--- src/rtl/ifs_pkg.sv ---
package ifs_pkg;

    localparam int BYTE_W = 8;
    localparam int NIB_W  = 4;

    localparam logic [NIB_W-1:0] NO_REG      = 4'hF;
    localparam logic [NIB_W-1:0] ALU_FUN_MAX = 4'd3;
    localparam logic [NIB_W-1:0] JMP_FUN_MAX = 4'd6;

    typedef enum logic [NIB_W-1:0] {
        OP_NOP   = 4'h0,
        OP_HALT  = 4'h1,
        OP_RRMOV = 4'h2,
        OP_IRMOV = 4'h3,
        OP_RMMOV = 4'h4,
        OP_MRMOV = 4'h5,
        OP_ALU   = 4'h6,
        OP_JUMP  = 4'h7,
        OP_CALL  = 4'h8,
        OP_RET   = 4'h9,
        OP_PUSH  = 4'hA,
        OP_POP   = 4'hB
    } op_e;

    typedef struct packed {
        logic       has_reg;
        logic       has_const;
        logic [2:0] len;
        logic       bad;
        logic       halt;
    } shape_t;

    // Derive the instruction shape from the leading byte nibbles.
    function automatic shape_t classify(logic [NIB_W-1:0] code,
                                        logic [NIB_W-1:0] fun);
        shape_t s;
        logic   known;
        logic   fun_ok;
        s      = '0;
        known  = 1'b1;
        fun_ok = (fun == 4'd0);
        case (code)
            OP_NOP, OP_HALT, OP_RET: ;
            OP_RRMOV, OP_PUSH, OP_POP: s.has_reg = 1'b1;
            OP_ALU: begin
                s.has_reg = 1'b1;
                fun_ok    = (fun <= ALU_FUN_MAX);
            end
            OP_IRMOV, OP_RMMOV, OP_MRMOV: begin
                s.has_reg   = 1'b1;
                s.has_const = 1'b1;
            end
            OP_JUMP: begin
                s.has_const = 1'b1;
                fun_ok      = (fun <= JMP_FUN_MAX);
            end
            OP_CALL: s.has_const = 1'b1;
            default: known = 1'b0;
        endcase
        s.len  = 3'd1 + {2'b00, s.has_reg} + {s.has_const, 2'b00};
        s.bad  = !known || !fun_ok;
        s.halt = (code == OP_HALT);
        return s;
    endfunction

endpackage

--- src/rtl/ifs_classify.sv ---
module ifs_classify
    import ifs_pkg::*;
(
    input  logic [NIB_W-1:0] code_i,
    input  logic [NIB_W-1:0] fun_i,
    output shape_t           shape_o
);

    assign shape_o = classify(code_i, fun_i);

    always_comb begin
        AST_LEN_LEGAL: assert (shape_o.len == 3'd1 || shape_o.len == 3'd2 ||
                               shape_o.len == 3'd5 || shape_o.len == 3'd6)
            else $error("illegal length %0d", shape_o.len);
        AST_CONST_LONG: assert (!shape_o.has_const || shape_o.len >= 3'd5)
            else $error("constant present in short instruction");
        AST_BADCODE_SHORT: assert (code_i < 4'hC || (shape_o.bad && shape_o.len == 3'd1))
            else $error("undefined code not flagged");
    end

endmodule

--- src/rtl/ifs_extract.sv ---
module ifs_extract
    import ifs_pkg::*;
#(
    parameter int WORD_BYTES = 4,
    parameter int BUF_BYTES  = 6
) (
    input  logic [(BUF_BYTES-1)*BYTE_W-1:0]  tail_i,
    input  logic                             has_reg_i,
    input  logic                             has_const_i,
    output logic [NIB_W-1:0]                 ra_o,
    output logic [NIB_W-1:0]                 rb_o,
    output logic [WORD_BYTES*BYTE_W-1:0]     valc_o
);

    localparam int REG_BYTE = 0;

    assign ra_o = has_reg_i ? tail_i[REG_BYTE*BYTE_W+NIB_W +: NIB_W] : NO_REG;
    assign rb_o = has_reg_i ? tail_i[REG_BYTE*BYTE_W +: NIB_W]       : NO_REG;

    for (genvar i = 0; i < WORD_BYTES; i++) begin : g_lane
        logic [BYTE_W-1:0] near_b;
        logic [BYTE_W-1:0] far_b;
        assign near_b = tail_i[i*BYTE_W +: BYTE_W];
        assign far_b  = tail_i[(i+1)*BYTE_W +: BYTE_W];
        assign valc_o[i*BYTE_W +: BYTE_W] = !has_const_i ? '0 :
                                            (has_reg_i ? far_b : near_b);
    end

    always_comb begin
        AST_NOREG_FIELDS: assert (has_reg_i || (ra_o == NO_REG && rb_o == NO_REG))
            else $error("register fields not forced");
        AST_NOCONST_ZERO: assert (has_const_i || valc_o == '0)
            else $error("constant leaked");
    end

endmodule

--- src/rtl/ifs_nextpc.sv ---
module ifs_nextpc #(
    parameter int ADDR_W = 32
) (
    input  logic [ADDR_W-1:0] pc_i,
    input  logic [2:0]        len_i,
    output logic [ADDR_W-1:0] next_pc_o
);

    localparam int PAD_W = ADDR_W - 3;

    assign next_pc_o = pc_i + {{PAD_W{1'b0}}, len_i};

endmodule

--- src/rtl/ifs_top.sv ---
module ifs_top
    import ifs_pkg::*;
#(
    parameter int ADDR_W     = 32,
    parameter int WORD_BYTES = 4,
    parameter int BUF_BYTES  = 6
) (
    input  logic [ADDR_W-1:0]            pc_i,
    input  logic [BUF_BYTES*8-1:0]       fetch_bytes_i,
    output logic [3:0]                   icode_o,
    output logic [3:0]                   ifun_o,
    output logic [3:0]                   ra_o,
    output logic [3:0]                   rb_o,
    output logic [WORD_BYTES*8-1:0]      valc_o,
    output logic                         has_reg_o,
    output logic                         has_const_o,
    output logic [2:0]                   len_o,
    output logic [ADDR_W-1:0]            next_pc_o,
    output logic                         invalid_o,
    output logic                         halt_o
);

    localparam int TAIL_W = (BUF_BYTES - 1) * BYTE_W;

    shape_t shape;

    assign icode_o = fetch_bytes_i[NIB_W +: NIB_W];
    assign ifun_o  = fetch_bytes_i[0 +: NIB_W];

    ifs_classify u_classify (
        .code_i  (icode_o),
        .fun_i   (ifun_o),
        .shape_o (shape)
    );

    ifs_extract #(
        .WORD_BYTES (WORD_BYTES),
        .BUF_BYTES  (BUF_BYTES)
    ) u_extract (
        .tail_i      (fetch_bytes_i[BYTE_W +: TAIL_W]),
        .has_reg_i   (shape.has_reg),
        .has_const_i (shape.has_const),
        .ra_o        (ra_o),
        .rb_o        (rb_o),
        .valc_o      (valc_o)
    );

    ifs_nextpc #(
        .ADDR_W (ADDR_W)
    ) u_nextpc (
        .pc_i      (pc_i),
        .len_i     (shape.len),
        .next_pc_o (next_pc_o)
    );

    assign has_reg_o   = shape.has_reg;
    assign has_const_o = shape.has_const;
    assign len_o       = shape.len;
    assign invalid_o   = shape.bad;
    assign halt_o      = shape.halt;

    always_comb begin
        AST_NEXT_PC_STEP: assert (next_pc_o - pc_i == {{(ADDR_W-3){1'b0}}, len_o})
            else $error("next pc does not match length");
    end

endmodule

--- config.mk ---
export PLATFORM = sky130hd
export DESIGN_NAME = ifs_top
export DESIGN_NICKNAME = d
export VERILOG_FILES = /design/src/rtl/ifs_pkg.sv /design/src/rtl/ifs_classify.sv /design/src/rtl/ifs_extract.sv /design/src/rtl/ifs_nextpc.sv /design/src/rtl/ifs_top.sv
export SDC_FILE = /design/constraint.sdc
export NUM_CORES = 1
export LEC_CHECK = 0
export BUFFER_PORTS_ARGS = -buffer_cell sky130_fd_sc_hd__buf_2
export CORE_MARGIN = 2
export CORE_UTILIZATION = 38
export DETAILED_ROUTE_END_ITERATION = 6
export PLACE_DENSITY_LB_ADDON = 0.05
export SYNTH_ARGS = -nofsm -noshare
export SYNTH_HDL_FRONTEND = slang
export SYNTH_SLANG_ARGS = --single-unit
--- constraint.sdc ---
create_clock -name vclk -period 4.8
set_input_delay 0.24 -clock vclk [all_inputs]
set_output_delay 0.24 -clock vclk [all_outputs]
set_load 0.1 [all_outputs]
Word-level counts from Yosys, hierarchy flattened
Cells that the tools add are included.
- add/subtract/negate cells: 3
- order comparisons: 2
- equal/unequal tests: 11
- mux-type cells: 14
- reductions and logical operators: 8
- operators with widths (operator ; number):
    8-bit two-way mux ; 8
    32-bit by 3-bit adder with 32-bit output ; 1
    4-bit by 3-bit equality test with 1-bit output (second input constant) ; 4
    4-bit equality test (second input constant) ; 4
    12-bit OR reduction ; 1
    4-bit by 2-bit equality test with 1-bit output (second input constant) ; 2
    4-bit zero test ; 2
    4-bit two-way mux ; 2
    7-bit OR reduction ; 1
    5-bit OR reduction ; 1
    4-bit by 1-bit equality test with 1-bit output (second input constant) ; 1
    4-bit by 2-bit <= comparator with 1-bit output (second input constant) ; 1
    4-bit by 3-bit <= comparator with 1-bit output (second input constant) ; 1
    3-bit adder ; 1
    1-bit two-way mux ; 3
    1-bit by 1-bit adder with 2-bit output (first input constant) ; 1
    1-bit zero test ; 2
    1-bit case mux with 2 select lines ; 1
    1-bit logical OR ; 1
- register bits: 0
- input bits: 80
- output and inout bits: 87
- word-level logic and storage cells: 38

Longest topological paths before layout
- word-level depth: 6
- depth in mapped cells: 11
- gate-level depth less buffers: 9

Cells and area by module
Synthesis repeated with hierarchy kept, for this count alone.
- cells, all modules: 206
- area total of the unflattened synthesis: 1620.3 µm²
- modules (own cells, without submodules) (module ; times used ; cells each ; area each (µm²) ; seq. area each (µm²)):
    ifs_nextpc ; 1 ; 102 ; 788.3 ; 0.0
    ifs_extract ; 1 ; 80 ; 664.4 ; 0.0
    ifs_classify ; 1 ; 16 ; 107.6 ; 0.0
    ifs_top ; 1 ; 8 ; 60.1 ; 0.0

Worst setup path after synthesis
Ideal clock, no wire load.
- path kind: input -> output
- start point: input fetch_bytes_i[6]
- end point: output next_pc_o[29]
- arrival time: 4.533 ns
- data required time: 4.560 ns
- setup slack: 0.027 ns
- stages on the path: 10
- path buffers: 2
- cell sequence: buf_2 > mux2_2 > o21ai_1 > clkbuf_1 > inv_1 > ha_1 > a21oi_1 > nor4b_4 > nand4_1 > xnor2_1
- elaborated cells between the ends (all ways): 16
- classes of those cells: add/sub (3); eq/ne (9); mux (2); reduce/logical (2)
- RTL lines (what ; RTL line ; source):
    start, declared ; ifs_top.sv:9 ; input logic [BUF_BYTES*8-1:0] fetch_bytes_i,
    4-bit by 3-bit equality test with 1-bit output, or another cell as far along ; ifs_pkg.sv:42 ; case (code)
    5-bit OR reduction (no source line) (*) ; n/a ;
    1-bit two-way mux (*) ; ifs_pkg.sv:42 ;
    via has_const_o ; ifs_top.sv:16 ; output logic has_const_o,
    3-bit adder (*) ; ifs_pkg.sv:60 ; s.len = 3'd1 + {2'b00, s.has_reg} + {s.has_const, 2'b00};
    32-bit by 3-bit adder with 32-bit output (*) ; ifs_nextpc.sv:11 ; assign next_pc_o = pc_i + {{PAD_W{1'b0}}, len_i};
    end, declared ; ifs_top.sv:18 ; output logic [ADDR_W-1:0] next_pc_o,
The timed path passes the listed nets; every way through them passes the cells marked *.

Final worst setup path
- start point: input fetch_bytes_i[5]
- end point: output next_pc_o[31]
- longest elaborated chain between the ends: 6
- elaborated cells between the ends (all ways): 16
- classes of those cells: add/sub (3); eq/ne (9); mux (2); reduce/logical (2)
- RTL lines (what ; RTL line):
    4-bit by 2-bit equality test with 1-bit output, or another cell as far along ; ifs_pkg.sv:42
    7-bit OR reduction (no source line) ; n/a
    1-bit two-way mux ; ifs_pkg.sv:42
    1-bit by 1-bit adder with 2-bit output ; ifs_pkg.sv:60
    3-bit adder (*) ; ifs_pkg.sv:60
    32-bit by 3-bit adder with 32-bit output (*) ; ifs_nextpc.sv:11
Mark *: on every way between the ends. The rest lies on a longest branch, timed or not.

==> results.cfg <==
[clock_tree]
post_cts_buffers = 0
cts-resized-gates = 0
holdBufCountCts = 0

[setup_path]
worstSetupEndpointType = output pin
cp_data_arrival_time_ps = 3110
timing.critical_path.required_ps = 4560
setup.worst_path.start = fetch_bytes_i[5]
critical_path_class = input pin to output pin
start_kind = input pin
cp_max_fo = 33

[place]
gp_congestion = 0.7590
hpwlAfterDp_um = 3991
numPortBuffers = 167

[timing]
setup_violations = 0
relSlewSlack_pct = 43.40
period_minus_slack_ps = 3349
drv_slew = 0
fin_tns_setup_ps = 0
fin_crit_sh_pct = 69.78
hold_viol = 0
fmax_ghz = 0.2986
rsz0062_at_grt = false
worst_slew_pin_slew_ps = 847.1

[synth]
syn_area_sq_um = 1389
syn_inst = 237
syn_nets = 319
synth.distinct_cells = 36
yosysWarnings = 0
synth_seq_area_share_pct = 0
avgSynthCellArea_sq_um = 5.860

[outcome]
status = complete, no violations

[floorplanning]
dieHeight_um = 64.46
ios = 167
row_count = 21
floorplan.initialDensity_pct = 40.66
core-area_sq_um = 3416
die_w_um = 64.46
dieArea_sq_um = 4154

[detailed_routing]
routed_wl_um = 4854
ant_nets = 0
dr.pass1.iters = 4
vias = 2119
dr.first_iter.drc_count = 88
avgRoutedWirePerCell_um = 11.29
vias_per_cell = 4.928
drc = 0

[global_routing]
antenna_found_initial = 0
track_usage_pct = 21.43
busiest_layer = met2
use_met2_pct = 41.54
grt_max_degree = 46
grt_remaining_overflow = 0
globalRouteMet3Util_pct = 4.340
grt_pass1_vias = 1757
use_met1_pct = 25.32
grt_pass1_wl_um = 7631

[final_layout]
nClkBuffers = 0
fill_cells = 353
area_growth_syn_to_layout_pct = 56.58
nets = 468
regArea_sq_um = 0
diodes = 0
final_util_pct = 63.66
layout-drive-gt1-share_pct = 46.35
n_sequential_cell = 0

[pwr]
irDropWorstVdd_mv = 0.1566
powerDensity_nw_per_um2 = 276.0
p_leak_nw = 1.182

[min_path]
worstHoldPathType = input pin to output pin
hp-start = fetch_bytes_i[2]

[flow_run]
max_cap_violations = 0
==> cells in the mapped netlist, drive strengths merged, types with 2 or more instances <==
cell type,count,area share [%]
nand2,76,21
a21oi,39,15
xnor2,21,13
buf,12,6.1
nand4,11,5.0
nor2,11,3.0
xor2,11,6.9
clkbuf,9,2.4
nand2b,8,3.6
and3,7,3.2
inv,4,1.1
nand3,3,1.1
nor4b,3,4.1
o21ai,3,1.1
and2,2,0.90
ha,2,1.8
nor2b,2,1.4
nor4,2,0.90
==> metrics by stage <==
stage | hold slack (ps) | total power, W | worst slack, ps | cell area, sq um | std cells
global placement | 864.4 | 0.0005999 | 1489 | 2175 | 430
global route | 872.8 | 0.0006247 | 1176 | 2175 | 430
finish | 864.0 | 0.0006002 | 1451 | 2175 | 430
floorplan | 691.5 | 0.0005002 | 27.23 | 1389 | 237
detailed placement | 864.1 | 0.0006006 | 1469 | 2175 | 430
CTS | 865.0 | 0.0006018 | 1453 | 2175 | 430
==> worst max-delay path, stage by stage <==
cell and delay (ps):
buf_2 160, mux2_2 360, o21ai_2 100, buf_4 310, inv_1 130, ha_1 360, a21oi_1 180, nor4b_4 470
nand4_1 180, xnor2_1 160, buf_2 440
==> placed cells by master (no fill, tap or decap), types with 2 or more instances in the layout <==
cell	count
a21oi_1	37
and2_1	2
and3_1	7
buf_2	167
ha_1	2
inv_1	3
nand2_1	76
nand2b_1	8
nand3_1	3
nand4_1	11
nor2_1	11
nor4_1	2
nor4b_4	2
o21ai_0	2
xnor2_1	21
xor2_1	11
==> cells by family (layout without fill, tap and decap cells) <==
logic type                 after synthesis  after routing  synth area share [%]
adders and majority gates                2              2                 1.802
buffers and inverters                   25            172                 9.639
muxes                                    1              1                0.8108
AOI/OAI and AO/OA                       49             49                 21.98
xor gates and xnor gates                32             32                 20.18
and+or+nand+nor                        128            128                 45.59
==> where the power goes <==
part	internal, W	switching, W
sequential	0	0
clock	0	0
combinational	0.0000987	0.000501
==> final timing paths <==
| kind | to | slack [ps] | cells after the start |
|---|---|---|---|
| setup / recovery | next_pc_o[31] | 1450 | 11 |
| hold / removal | ifun_o[2] | 860 | 2 |
==> routing by layer <==
| layer | wire length [um] | share of wire (%) | vias up |
|---|---|---|---|
| li1 | - | - | 1097 |
| met1 | 1933 | 40 | 921 |
| met2 | 2408 | 50 | 99 |
| met3 | 492 | 10 | 2 |
| met4 | 19 | 0.39 | 0 |
| met5 | 0 | 0 | - |
==> layout make-up <==
type,instances,area (sq um),share of cell area [%]
multi-input combinational,212,1259,57.88
timing repair buffer,168,843.3,38.78
tap,46,57.56,2.647
inverter,4,15.01,0.6904
(Power assumes the default switching activity.)
